$ cat src/rtl/dma3d_pkg.sv
package dma3d_pkg;
  parameter int ADDR_W = 32;
  parameter int CNT_W  = 16;
  parameter int STR_W  = 16;
  parameter int LINK_W = 16;
  localparam logic [LINK_W-1:0] LINK_NULL = '1;
  localparam int LINK_SHIFT = 5;

  typedef enum logic {S_IDLE, S_EMIT} walk_st_e;

  typedef struct packed {
    logic              frame_mode;
    logic [ADDR_W-1:0] src;
    logic [ADDR_W-1:0] dst;
    logic [CNT_W-1:0]  acnt;
    logic [CNT_W-1:0]  bcnt;
    logic [CNT_W-1:0]  ccnt;
    logic [CNT_W-1:0]  brld;
    logic [STR_W-1:0]  src_bstr;
    logic [STR_W-1:0]  dst_bstr;
    logic [STR_W-1:0]  src_cstr;
    logic [STR_W-1:0]  dst_cstr;
    logic [LINK_W-1:0] link;
  } pset_t;

  localparam int PSET_W = $bits(pset_t);

  function automatic logic [ADDR_W-1:0] sext(input logic [STR_W-1:0] v);
    return {{(ADDR_W-STR_W){v[STR_W-1]}}, v};
  endfunction
endpackage

$ cat src/rtl/dma3d_rst_sync.sv
module dma3d_rst_sync #(
  parameter int STAGES = 2
) (
  input  logic clk,
  input  logic rst_n_in,
  output logic rst_n_out
);
  logic [STAGES-1:0] sync_q;

  always_ff @(posedge clk or negedge rst_n_in) begin
    if (!rst_n_in) sync_q <= '0;
    else           sync_q <= {sync_q[STAGES-2:0], 1'b1};
  end

  assign rst_n_out = sync_q[STAGES-1];
endmodule

$ cat src/rtl/dma3d_pram.sv
module dma3d_pram
  import dma3d_pkg::*;
#(
  parameter int NSETS = 8,
  localparam int IW = $clog2(NSETS)
) (
  input  logic          clk,
  input  logic          we,
  input  logic [IW-1:0] widx,
  input  pset_t         wdata,
  input  logic [IW-1:0] ridx,
  output pset_t         rdata
);
  pset_t mem [NSETS];

  always_ff @(posedge clk) begin
    if (we) mem[widx] <= wdata;
  end

  assign rdata = mem[ridx];
endmodule

$ cat src/rtl/dma3d_walker.sv
module dma3d_walker
  import dma3d_pkg::*;
#(
  parameter int NSETS = 8,
  localparam int IW = $clog2(NSETS)
) (
  input  logic              clk,
  input  logic              rst_n,
  input  logic              trig,
  input  logic              ld_req,
  input  logic [IW-1:0]     ld_idx,
  output logic [IW-1:0]     rd_idx,
  input  pset_t             rd_set,
  input  logic              item_ready,
  output logic              item_valid,
  output logic [ADDR_W-1:0] item_src,
  output logic [ADDR_W-1:0] item_dst,
  output logic [CNT_W-1:0]  item_len,
  output logic              done_mid,
  output logic              done_last,
  output logic              trig_err,
  output logic              busy
);
  walk_st_e          st_q, st_d;
  pset_t             cfg_q, cfg_d;
  logic [ADDR_W-1:0] cur_src_q, cur_src_d, cur_dst_q, cur_dst_d;
  logic [CNT_W-1:0]  bcnt_q, bcnt_d, kleft_q, kleft_d;
  logic              mid_q, mid_d, last_q, last_d, err_q, err_d;
  logic              fire, port_end, blk_end, do_load, do_zero, dp_en;

  assign fire     = (st_q == S_EMIT) && item_ready;
  assign port_end = cfg_q.frame_mode ? (kleft_q == CNT_W'(1)) : 1'b1;
  assign blk_end  = port_end && (cfg_q.ccnt == CNT_W'(1)) &&
                    (cfg_q.frame_mode || (bcnt_q == CNT_W'(1)));
  assign rd_idx   = (st_q == S_EMIT) ? cfg_q.link[LINK_SHIFT +: IW] : ld_idx;
  assign dp_en    = (st_q == S_EMIT) ? fire : (trig | ld_req);

  always_comb begin
    st_d = st_q; cfg_d = cfg_q;
    cur_src_d = cur_src_q; cur_dst_d = cur_dst_q;
    bcnt_d = bcnt_q; kleft_d = kleft_q;
    mid_d = 1'b0; last_d = 1'b0; err_d = 1'b0;
    do_load = 1'b0; do_zero = 1'b0;
    case (st_q)
      S_IDLE: begin
        if (trig) begin
          if (cfg_q.ccnt == '0) err_d = 1'b1;
          else begin
            st_d    = S_EMIT;
            kleft_d = cfg_q.frame_mode ? cfg_q.bcnt : CNT_W'(1);
          end
        end else if (ld_req) begin
          do_load = 1'b1;
        end
      end
      default: begin
        err_d = trig;
        if (fire) begin
          if (cfg_q.frame_mode) begin
            if (!port_end) begin
              cur_src_d = cur_src_q + sext(cfg_q.src_bstr);
              cur_dst_d = cur_dst_q + sext(cfg_q.dst_bstr);
              kleft_d   = kleft_q - CNT_W'(1);
            end else begin
              cfg_d.src  = cfg_q.src + sext(cfg_q.src_cstr);
              cfg_d.dst  = cfg_q.dst + sext(cfg_q.dst_cstr);
              cur_src_d  = cfg_q.src + sext(cfg_q.src_cstr);
              cur_dst_d  = cfg_q.dst + sext(cfg_q.dst_cstr);
              cfg_d.ccnt = cfg_q.ccnt - CNT_W'(1);
            end
          end else if (bcnt_q == CNT_W'(1)) begin
            cur_src_d  = cur_src_q + sext(cfg_q.src_cstr);
            cur_dst_d  = cur_dst_q + sext(cfg_q.dst_cstr);
            bcnt_d     = cfg_q.brld;
            cfg_d.ccnt = cfg_q.ccnt - CNT_W'(1);
          end else begin
            cur_src_d = cur_src_q + sext(cfg_q.src_bstr);
            cur_dst_d = cur_dst_q + sext(cfg_q.dst_bstr);
            bcnt_d    = bcnt_q - CNT_W'(1);
          end
          if (port_end) begin
            st_d = S_IDLE;
            if (blk_end) begin
              last_d = 1'b1;
              if (cfg_q.link != LINK_NULL) do_load = 1'b1;
              else                         do_zero = 1'b1;
            end else begin
              mid_d = 1'b1;
            end
          end
        end
      end
    endcase
    if (do_load) begin
      cfg_d     = rd_set;
      cur_src_d = rd_set.src;
      cur_dst_d = rd_set.dst;
      bcnt_d    = rd_set.bcnt;
    end
    if (do_zero) begin
      cfg_d.acnt = '0; cfg_d.bcnt = '0; cfg_d.ccnt = '0;
      bcnt_d     = '0;
    end
  end

  always_ff @(posedge clk or negedge rst_n) begin
    if (!rst_n) begin
      st_q <= S_IDLE; mid_q <= 1'b0; last_q <= 1'b0; err_q <= 1'b0;
    end else begin
      st_q <= st_d; mid_q <= mid_d; last_q <= last_d; err_q <= err_d;
    end
  end

  always_ff @(posedge clk or negedge rst_n) begin
    if (!rst_n) begin
      cfg_q <= '0; cur_src_q <= '0; cur_dst_q <= '0; bcnt_q <= '0; kleft_q <= '0;
    end else if (dp_en) begin
      cfg_q <= cfg_d; cur_src_q <= cur_src_d; cur_dst_q <= cur_dst_d;
      bcnt_q <= bcnt_d; kleft_q <= kleft_d;
    end
  end

  assign item_valid = (st_q == S_EMIT);
  assign busy       = (st_q == S_EMIT);
  assign item_src   = cur_src_q;
  assign item_dst   = cur_dst_q;
  assign item_len   = cfg_q.acnt;
  assign done_mid   = mid_q;
  assign done_last  = last_q;
  assign trig_err   = err_q;


  item_hold_chk: assert property (@(posedge clk) disable iff (!rst_n)
    item_valid && !item_ready |=> item_valid && $stable(item_src) &&
                                  $stable(item_dst) && $stable(item_len));

  done_excl_chk: assert property (@(posedge clk) disable iff (!rst_n)
    !(done_mid && done_last));

  done_after_hs_chk: assert property (@(posedge clk) disable iff (!rst_n)
    (done_mid || done_last) |-> $past(item_valid && item_ready));

  done_single_chk: assert property (@(posedge clk) disable iff (!rst_n)
    done_last |=> !done_last);

  err_cause_chk: assert property (@(posedge clk) disable iff (!rst_n)
    trig_err |-> $past(trig));

  err_no_start_chk: assert property (@(posedge clk) disable iff (!rst_n)
    trig_err && !$past(busy) |-> !busy);
endmodule

$ cat src/rtl/dma3d_agen.sv
module dma3d_agen
  import dma3d_pkg::*;
#(
  parameter int NUM_SETS = 8,
  localparam int SET_IW = $clog2(NUM_SETS)
) (
  input  logic              clk,
  input  logic              rst_n,
  input  logic              ram_we,
  input  logic [SET_IW-1:0] ram_idx,
  input  logic [PSET_W-1:0] ram_wdata,
  input  logic              ld_req,
  input  logic [SET_IW-1:0] ld_idx,
  input  logic              trig,
  output logic              item_valid,
  input  logic              item_ready,
  output logic [ADDR_W-1:0] item_src,
  output logic [ADDR_W-1:0] item_dst,
  output logic [CNT_W-1:0]  item_len,
  output logic              done_mid,
  output logic              done_last,
  output logic              trig_err,
  output logic              busy
);
  logic              rst_n_s;
  logic [SET_IW-1:0] rd_idx;
  pset_t             rd_set;

  dma3d_rst_sync #(.STAGES(2)) u_rst (
    .clk(clk), .rst_n_in(rst_n), .rst_n_out(rst_n_s)
  );

  dma3d_pram #(.NSETS(NUM_SETS)) u_pram (
    .clk(clk), .we(ram_we), .widx(ram_idx), .wdata(pset_t'(ram_wdata)),
    .ridx(rd_idx), .rdata(rd_set)
  );

  dma3d_walker #(.NSETS(NUM_SETS)) u_walk (
    .clk(clk), .rst_n(rst_n_s), .trig(trig), .ld_req(ld_req), .ld_idx(ld_idx),
    .rd_idx(rd_idx), .rd_set(rd_set), .item_ready(item_ready),
    .item_valid(item_valid), .item_src(item_src), .item_dst(item_dst),
    .item_len(item_len), .done_mid(done_mid), .done_last(done_last),
    .trig_err(trig_err), .busy(busy)
  );
endmodule

$ cat config.mk
export PLATFORM = sky130hd
export DESIGN_NAME = dma3d_agen
export DESIGN_NICKNAME = d
export VERILOG_FILES = /design/src/rtl/dma3d_pkg.sv /design/src/rtl/dma3d_rst_sync.sv /design/src/rtl/dma3d_pram.sv /design/src/rtl/dma3d_walker.sv /design/src/rtl/dma3d_agen.sv
export SDC_FILE = /design/constraint.sdc
export NUM_CORES = 2
export LEC_CHECK = 0
export CAP_MARGIN = 40
export CORE_MARGIN = 4
export CORE_UTILIZATION = 40
export DETAILED_ROUTE_END_ITERATION = 8
export GPL_ROUTABILITY_DRIVEN = 0
export GPL_TIMING_DRIVEN = 0
export SETUP_SLACK_MARGIN = 0.15
export SYNTH_ARGS = -nofsm -noshare
export SYNTH_HDL_FRONTEND = slang
export SYNTH_SLANG_ARGS = --single-unit
export TNS_END_PERCENT = 50
$ cat constraint.sdc
create_clock -name clk -period 30.2 [get_ports clk]
set_clock_uncertainty 0.2 [all_clocks]
set_input_delay 3.02 -clock clk [delete_from_list [all_inputs] [get_ports clk]]
set_output_delay 3.02 -clock clk [all_outputs]
set_load 0.05 [all_outputs]
-- Word-level counts from Yosys, hierarchy flattened
Memories as Yosys holds them, arrays and structs flattened.
Cells that the tools add are included.
- bits in registers: 311
- memory bits (writable): 1672
- input port bits: 221
- output and inout port bits: 85
- memories: 1
- $add $sub $neg: 9
- equal/unequal tests: 10
- muxes and demuxes: 69
- bitwise logic cells: 1
- reduce and logical (&&, ||, !) cells: 21
- memories (memory ; words ; bits a word ; rd ports ; clocked after memory_dff ; wr ports ; line ; RTL):
    u_pram.mem ; 8 ; 209 ; 1 ; 0 ; 1 ; dma3d_pram.sv:14 ; pset_t mem [NSETS];
- operators by type and width (cell ; count):
    two-way mux 32 bit ; 12
    two-way mux 16 bit ; 18
    two-way mux 64 bit ; 4
    two-way mux 208 bit ; 1
    adder 32 bit ; 6
    == test 16 x 1 -> 1 bit (second input constant) ; 3
    two-way mux 48 bit ; 1
    subtractor 16 x 1 -> 16 bit (second input constant) ; 3
    two-way mux 1 bit ; 32
    logical NOT 16 bit ; 1
    != test 16 bit (second input constant) ; 1
    nonzero test 2 bit ; 6
    AND reduction 5 bit ; 2
    != test 2 bit (second input constant) ; 3
    AND reduction 6 bit ; 1
    nonzero test 3 bit ; 2
    != test 4 bit (second input constant) ; 1
    AND reduction 2 bit ; 2
    AND reduction 4 bit ; 1
    nonzero test 4 bit ; 1
    logical AND 1 bit ; 3
    two-way mux 3 bit ; 1
    != test 3 bit (second input constant) ; 1
    AND reduction 3 bit ; 1
    other kinds (3) ; 3

-- Longest topological paths before layout
- depth in word-level cells: 10
- mapped depth: 14
- mapped depth without buffers: 13

-- Modules after synthesis
Synthesis repeated with hierarchy kept, for this count alone.
- cells, all modules: 5495
- area total of the unflattened synthesis: 87076.0 µm²
- modules (own cells, without submodules) (module ; times used ; cells an instance ; area an instance (µm²) ; sequential area each (µm²)):
    dma3d_pram ; 1 ; 2428 ; 62566.3 ; 50208.2
    dma3d_walker ; 1 ; 3064 ; 24456.0 ; 7732.4
    dma3d_rst_sync ; 1 ; 3 ; 53.8 ; 50.0

-- Worst setup path after synthesis
Ideal clock, no wire load.
- path type: input port to flip-flop
- start point: in ram_idx[0]
- end point: mem u_pram.mem[0][0] (netlist name), enable pin
- arrival time: 17.384 ns
- data required time: 28.963 ns
- slack: 11.579 ns
- cell stages on the path: 1
- path buffers: 0
- cells stage by stage: nor3_1
- RTL lines (what ; line ; RTL):
    start: declaration ; dma3d_agen.sv:10 ; input logic [SET_IW-1:0] ram_idx,
    end: declaration ; dma3d_pram.sv:14 ;
No word-level cell before the write port.

-- Worst setup path after layout
- start point: in ld_idx[1]
- end point: reg u_walk.cfg_q[30] (netlist name)
- word-level cells in the longest chain between the ends: 2
- ends and longest elaborated chain (what ; line ; RTL):
    start: declaration ; dma3d_agen.sv:13 ; input logic [SET_IW-1:0] ld_idx,
    two-way mux 3 bit ; dma3d_walker.sv:35 ; assign rd_idx = (st_q == S_EMIT) ? cfg_q.link[LINK_SHIFT +: IW] : ld_idx;
    memory read (8 x 209 bit) ; - ;
    end signal: assignment ; dma3d_walker.sv:118 ; cfg_q <= cfg_d; cur_src_q <= cur_src_d; cur_dst_q <= cur_dst_d;
    end: declaration ; dma3d_walker.sv:25 ; pset_t cfg_q, cfg_d;
No other way between the ends.
A chain may end at the register's enable or synchronous reset.

==> impl_metrics.csv <==
group,metric,value,unit
critical_path,cp-start-kind,"primary input",
critical_path,cp_num_buf_inv,7,
cts,h-tree-depth,4,
sta,setup_violations,0,
critical_path,required,30.75,ns
floorplanning,start_util,0.4028,
logic_synthesis,synth.distinct_cells,83,
critical_path,worstPathCellList,"clkdlybuf4s50_1 -> mux2i_1 -> clkbuf_1 -> buf_8 -> clkbuf_1 -> buf_1 -> clkbuf_2 -> clkbuf_1 -> nand2_1 -> nand3_1 -> a31oi_1 -> o21ai_0",
route,num_vias,67688,
route,wl_met3,31170,um
cts,clk_path_buf_depth,3,
power,p_clk_frac,0.215,
floorplanning,rows,172,
sta,fmax,138.5,MHz
power,power,0.01161,W
route,initialDrtViolationCount,7717,
cts,post_cts_buffers,0,
outcome,status,"completed",
route,wl_per_cell,26.43,um
sta,slew-limit-headroom,0.3223,
power,ir_drop,0.00007738,V
cells_and_area,drive_above_1_share,0.07080,
floorplanning,ios,306,
cts,tritoncts,"yes",
cells_and_area,finalNonFillerCells,11578,
power,p_switching,0.005115,W
logic_synthesis,async_flop_share,0.1568,
power,power.share.sequential,0.305,
global_routing,grt_pass1_vias,64326,
critical_path,crit_slowest_cell,"clkbuf_2",
cells_and_area,seqCellArea,0.05800,mm2
cells_and_area,multiInputGateArea,0.02853,mm2
logic_synthesis,synth_edf_count,1672,
route,viasPerCell,5.846,
cts,cts_sinks,1983,
critical_path,cp_max_fo,10,
floorplanning,die_h,478.6,um
cells_and_area,fin_nets,8833,
sta,rsz0062_at_grt,"false",
critical_path,worst_path_most_repeated_cell,"clkbuf_1",
placement,dp.cells,11162,
global_routing,grt_max_degree,64,
route,ant_nets,0,
sta,fin_crit_sh,0.2392,
sta,hold_violations,0,
placement,hpwl,224400,um
critical_path,critPathTopFamily,"buffers and inverters",
cells_and_area,fillCellCount,19682,
critical_path,max_stage_delay,0.83,ns
logic_synthesis,synthCells,7686,
logic_synthesis,ys_warn_count,0,
power,internal_power,0.006494,W
critical_path,crit_path_end_kind,"flip-flop",
logic_synthesis,ys_seq_area_frac,0.6546,
logic_synthesis,netlist_area,0.08859,mm2
sta,slew_viol_final,0,
global_routing,grt_usage,0.2589,
logic_synthesis,synth_nets,8106,
sta,worstMarginPinSlew,1.017,ns
cts,cts.clk_slew.worst_paths,0.06,ns
route,met1_length,122300,um
power,pwr-share-comb,0.480,
power,p_leak,38.18,nW
cts,insertion_delay,0.88,ns
sta,setup_tns,0,ns
cts,numCtsBuffers,204,
placement,port_buffers,305,
global_routing,grt_pass1_wl,440100,um
cells_and_area,area.growth.synth_to_final,18.70,%
route,dr_wl_met2,136200,um
power,power_density,110.4,mW/mm2
cts,cts-root-buf,"clkbuf_16",
floorplanning,die_x,478.6,um
route,dr.max_layer_used,"met5",
logic_synthesis,ys.flop_type,"edfxtp_1",
route,routed_wl,306100,um
cts,cts_resized,0,
floorplanning,core,0.2199,mm2
min_path,hp-class,"flip-flop to flip-flop",
logic_synthesis,synth-seq-cells,1983,
route,drc_errors,0,
critical_path,cp.arrival,7.78,ns
global_routing,grt_antenna_before_repair,75,
route,dr.pass1.iters,6,
logic_synthesis,synth.avg_cell_area,11.53,um2
sta,period_needed,7.223,ns
critical_path,worstSetupPathType,"primary input to flip-flop",
floorplanning,die_area,0.2291,mm2
power,sw_frac_of_total,0.4406,
flow_run,maxCapViolCount,0,
global_routing,overflow,0,
-- final timing paths --
path                                 start             endpoint  slack (ns)  depth (start not counted)
max in group asynchronous            rst_n      u_rst.sync_q[1]       27.53                          1
hold reg to reg            u_rst.sync_q[0]      u_rst.sync_q[1]        0.15                          0
min in group asynchronous  u_rst.sync_q[1]  u_walk.item_len[15]        0.18                          1
setup / recovery                 ld_idx[1]     u_walk.cfg_q[30]       22.98                         12
setup reg to reg               u_walk.busy     u_walk.cfg_q[17]       24.17                         11
hold / removal             u_rst.sync_q[0]      u_rst.sync_q[1]        0.15                          0
-- layout make-up --
cell class / instances / share of cell area
timing repair buffer: 521 / 0.05795
tap: 2958 / 0.03519
sequential: 1983 / 0.5515
clock buffer: 285 / 0.05355
multi-input combinational: 5155 / 0.2713
antenna: 33 / 0.0007852
inverter: 59 / 0.002106
buffer: 489 / 0.01867
clock inverter: 95 / 0.008983
-- state kept, by name, summed over array words and instances, names as in the netlist --
register          count
u_walk.busy           1
u_walk.item_dst      32
u_walk.trig_err       1
u_walk.bcnt_q        16
u_walk.kleft_q       16
u_walk.cfg_q        193
u_rst.sync_q          2
u_walk.done_mid       1
u_walk.item_len      16
u_pram.mem         1672
u_walk.item_src      32
u_walk.done_last      1
-- cell usage in the layout (no fill, tap or decap), types with 28 or more instances in the layout --
master           netlist  final
buf_1                 55     55
and3_1               223    223
buf_4                 18     70
nor3_1                60     57
clkdlybuf4s50_1        0    305
diode_2                0     33
nor2_1               247    240
buf_6                  3     50
o21bai_1              28     28
nand3_1              491    491
nand4_1               31     31
o22ai_1               62     62
a211oi_1              34     34
nand2b_1              34     34
a311oi_1             214    211
a31oi_1              245    244
inv_1                 58     58
a21oi_1              346    346
a21o_1               109    109
buf_12                 0     52
o21ai_0              345    345
clkinv_2               0     37
xnor2_1              109    109
xor2_1                70     70
o21a_1                28     28
buf_2                 17     32
edfxtp_1            1672   1672
dfrtp_1              311    308
clkbuf_16              0    206
o22a_1                81     81
ha_1                 193    193
clkbuf_1             396    444
nand2_1             1936   1936
-- worst register-to-register path, stage by stage, from the launching register on --
cell	delay, ns
dfrtp_1	0.55
clkbuf_1	0.48
clkbuf_1	0.60
mux2i_1	0.55
clkbuf_1	0.79
clkbuf_1	0.79
clkbuf_1	0.50
buf_8	0.23
clkbuf_1	0.56
a311oi_1	0.35
buf_4	0.26
a21oi_1	0.11
-- per-stage QoR --
step | util | hold WS [ns] | instance area, um2 | setup WS [ns]
detailed placement | 0.4477 | -0.05026 | 98480 | 22.19
floorplan | - | 0.1312 | 88600 | 11.58
finish | 0.4782 | 0.1530 | 105200 | 22.98
CTS | 0.4777 | 0.1589 | 105100 | 23.10
global route | 0.4779 | 0.1735 | 105100 | 22.88
global placement | 0.4335 | 0.1378 | 95350 | -2.996
-- Yosys cell counts, types with 60 or more instances --
master,n,area [um2]
a21oi_1,346,1732
nand2_1,1936,7267
nor2_1,247,927.1
a21o_1,109,818.3
o22ai_1,62,387.9
and3_1,223,1395
nand3_1,491,2457
a311oi_1,214,1874
o22a_1,81,709.4
nor3_1,60,300.3
xor2_1,70,613.1
ha_1,193,2415
xnor2_1,109,954.7
a31oi_1,245,1533
dfrtp_1,311,7782
clkbuf_1,396,1486
edfxtp_1,1672,50210
o21ai_0,345,1727
-- power by group through the flow --
stage / sequential [W] / clock [W] / combinational [W]
5_1_grt: 0.00355 / 0.00263 / 0.00598
6_report: 0.00354 / 0.00250 / 0.00558
3_5_place_dp: 0.00358 / 0 / 0.00547
2_1_floorplan: 0.00362 / 0 / 0.00331
3_3_place_gp: 0.00363 / 0 / 0.00527
4_1_cts: 0.00352 / 0.00252 / 0.00550
-- metal layers --
metal  GRT usage  vias to the layer above
met5           0                        -
met4      0.1223                       56
met3     0.06198                      625
met2      0.3975                     3467
met1      0.3473                    33582
li1            -                    29958
-- what timing repair did --
| action | 4_1_cts | 5_1_grt |
|---|---|---|
| hold buffers | 1 | 0 |
| setup endpoints to repair | 0 | 0 |
| endpoints found under the hold margin | 4 | 0 |
-- kinds of logic (layout without fill, tap and decap cells) --
kind of cell	after synthesis	in the layout	share of synthesized area
simple gates	3128	3128	0.1525
flops	1983	1983	0.6546
compound gates	1637	1637	0.1205
buf+inv	548	1449	0.02447
fa+ha+maj	199	199	0.02861
xor+xnor	179	179	0.01770
mux	11	11	0.001553
other cells	1	34	0.00004233
No activity file was read; power rests on OpenSTA's default activity.
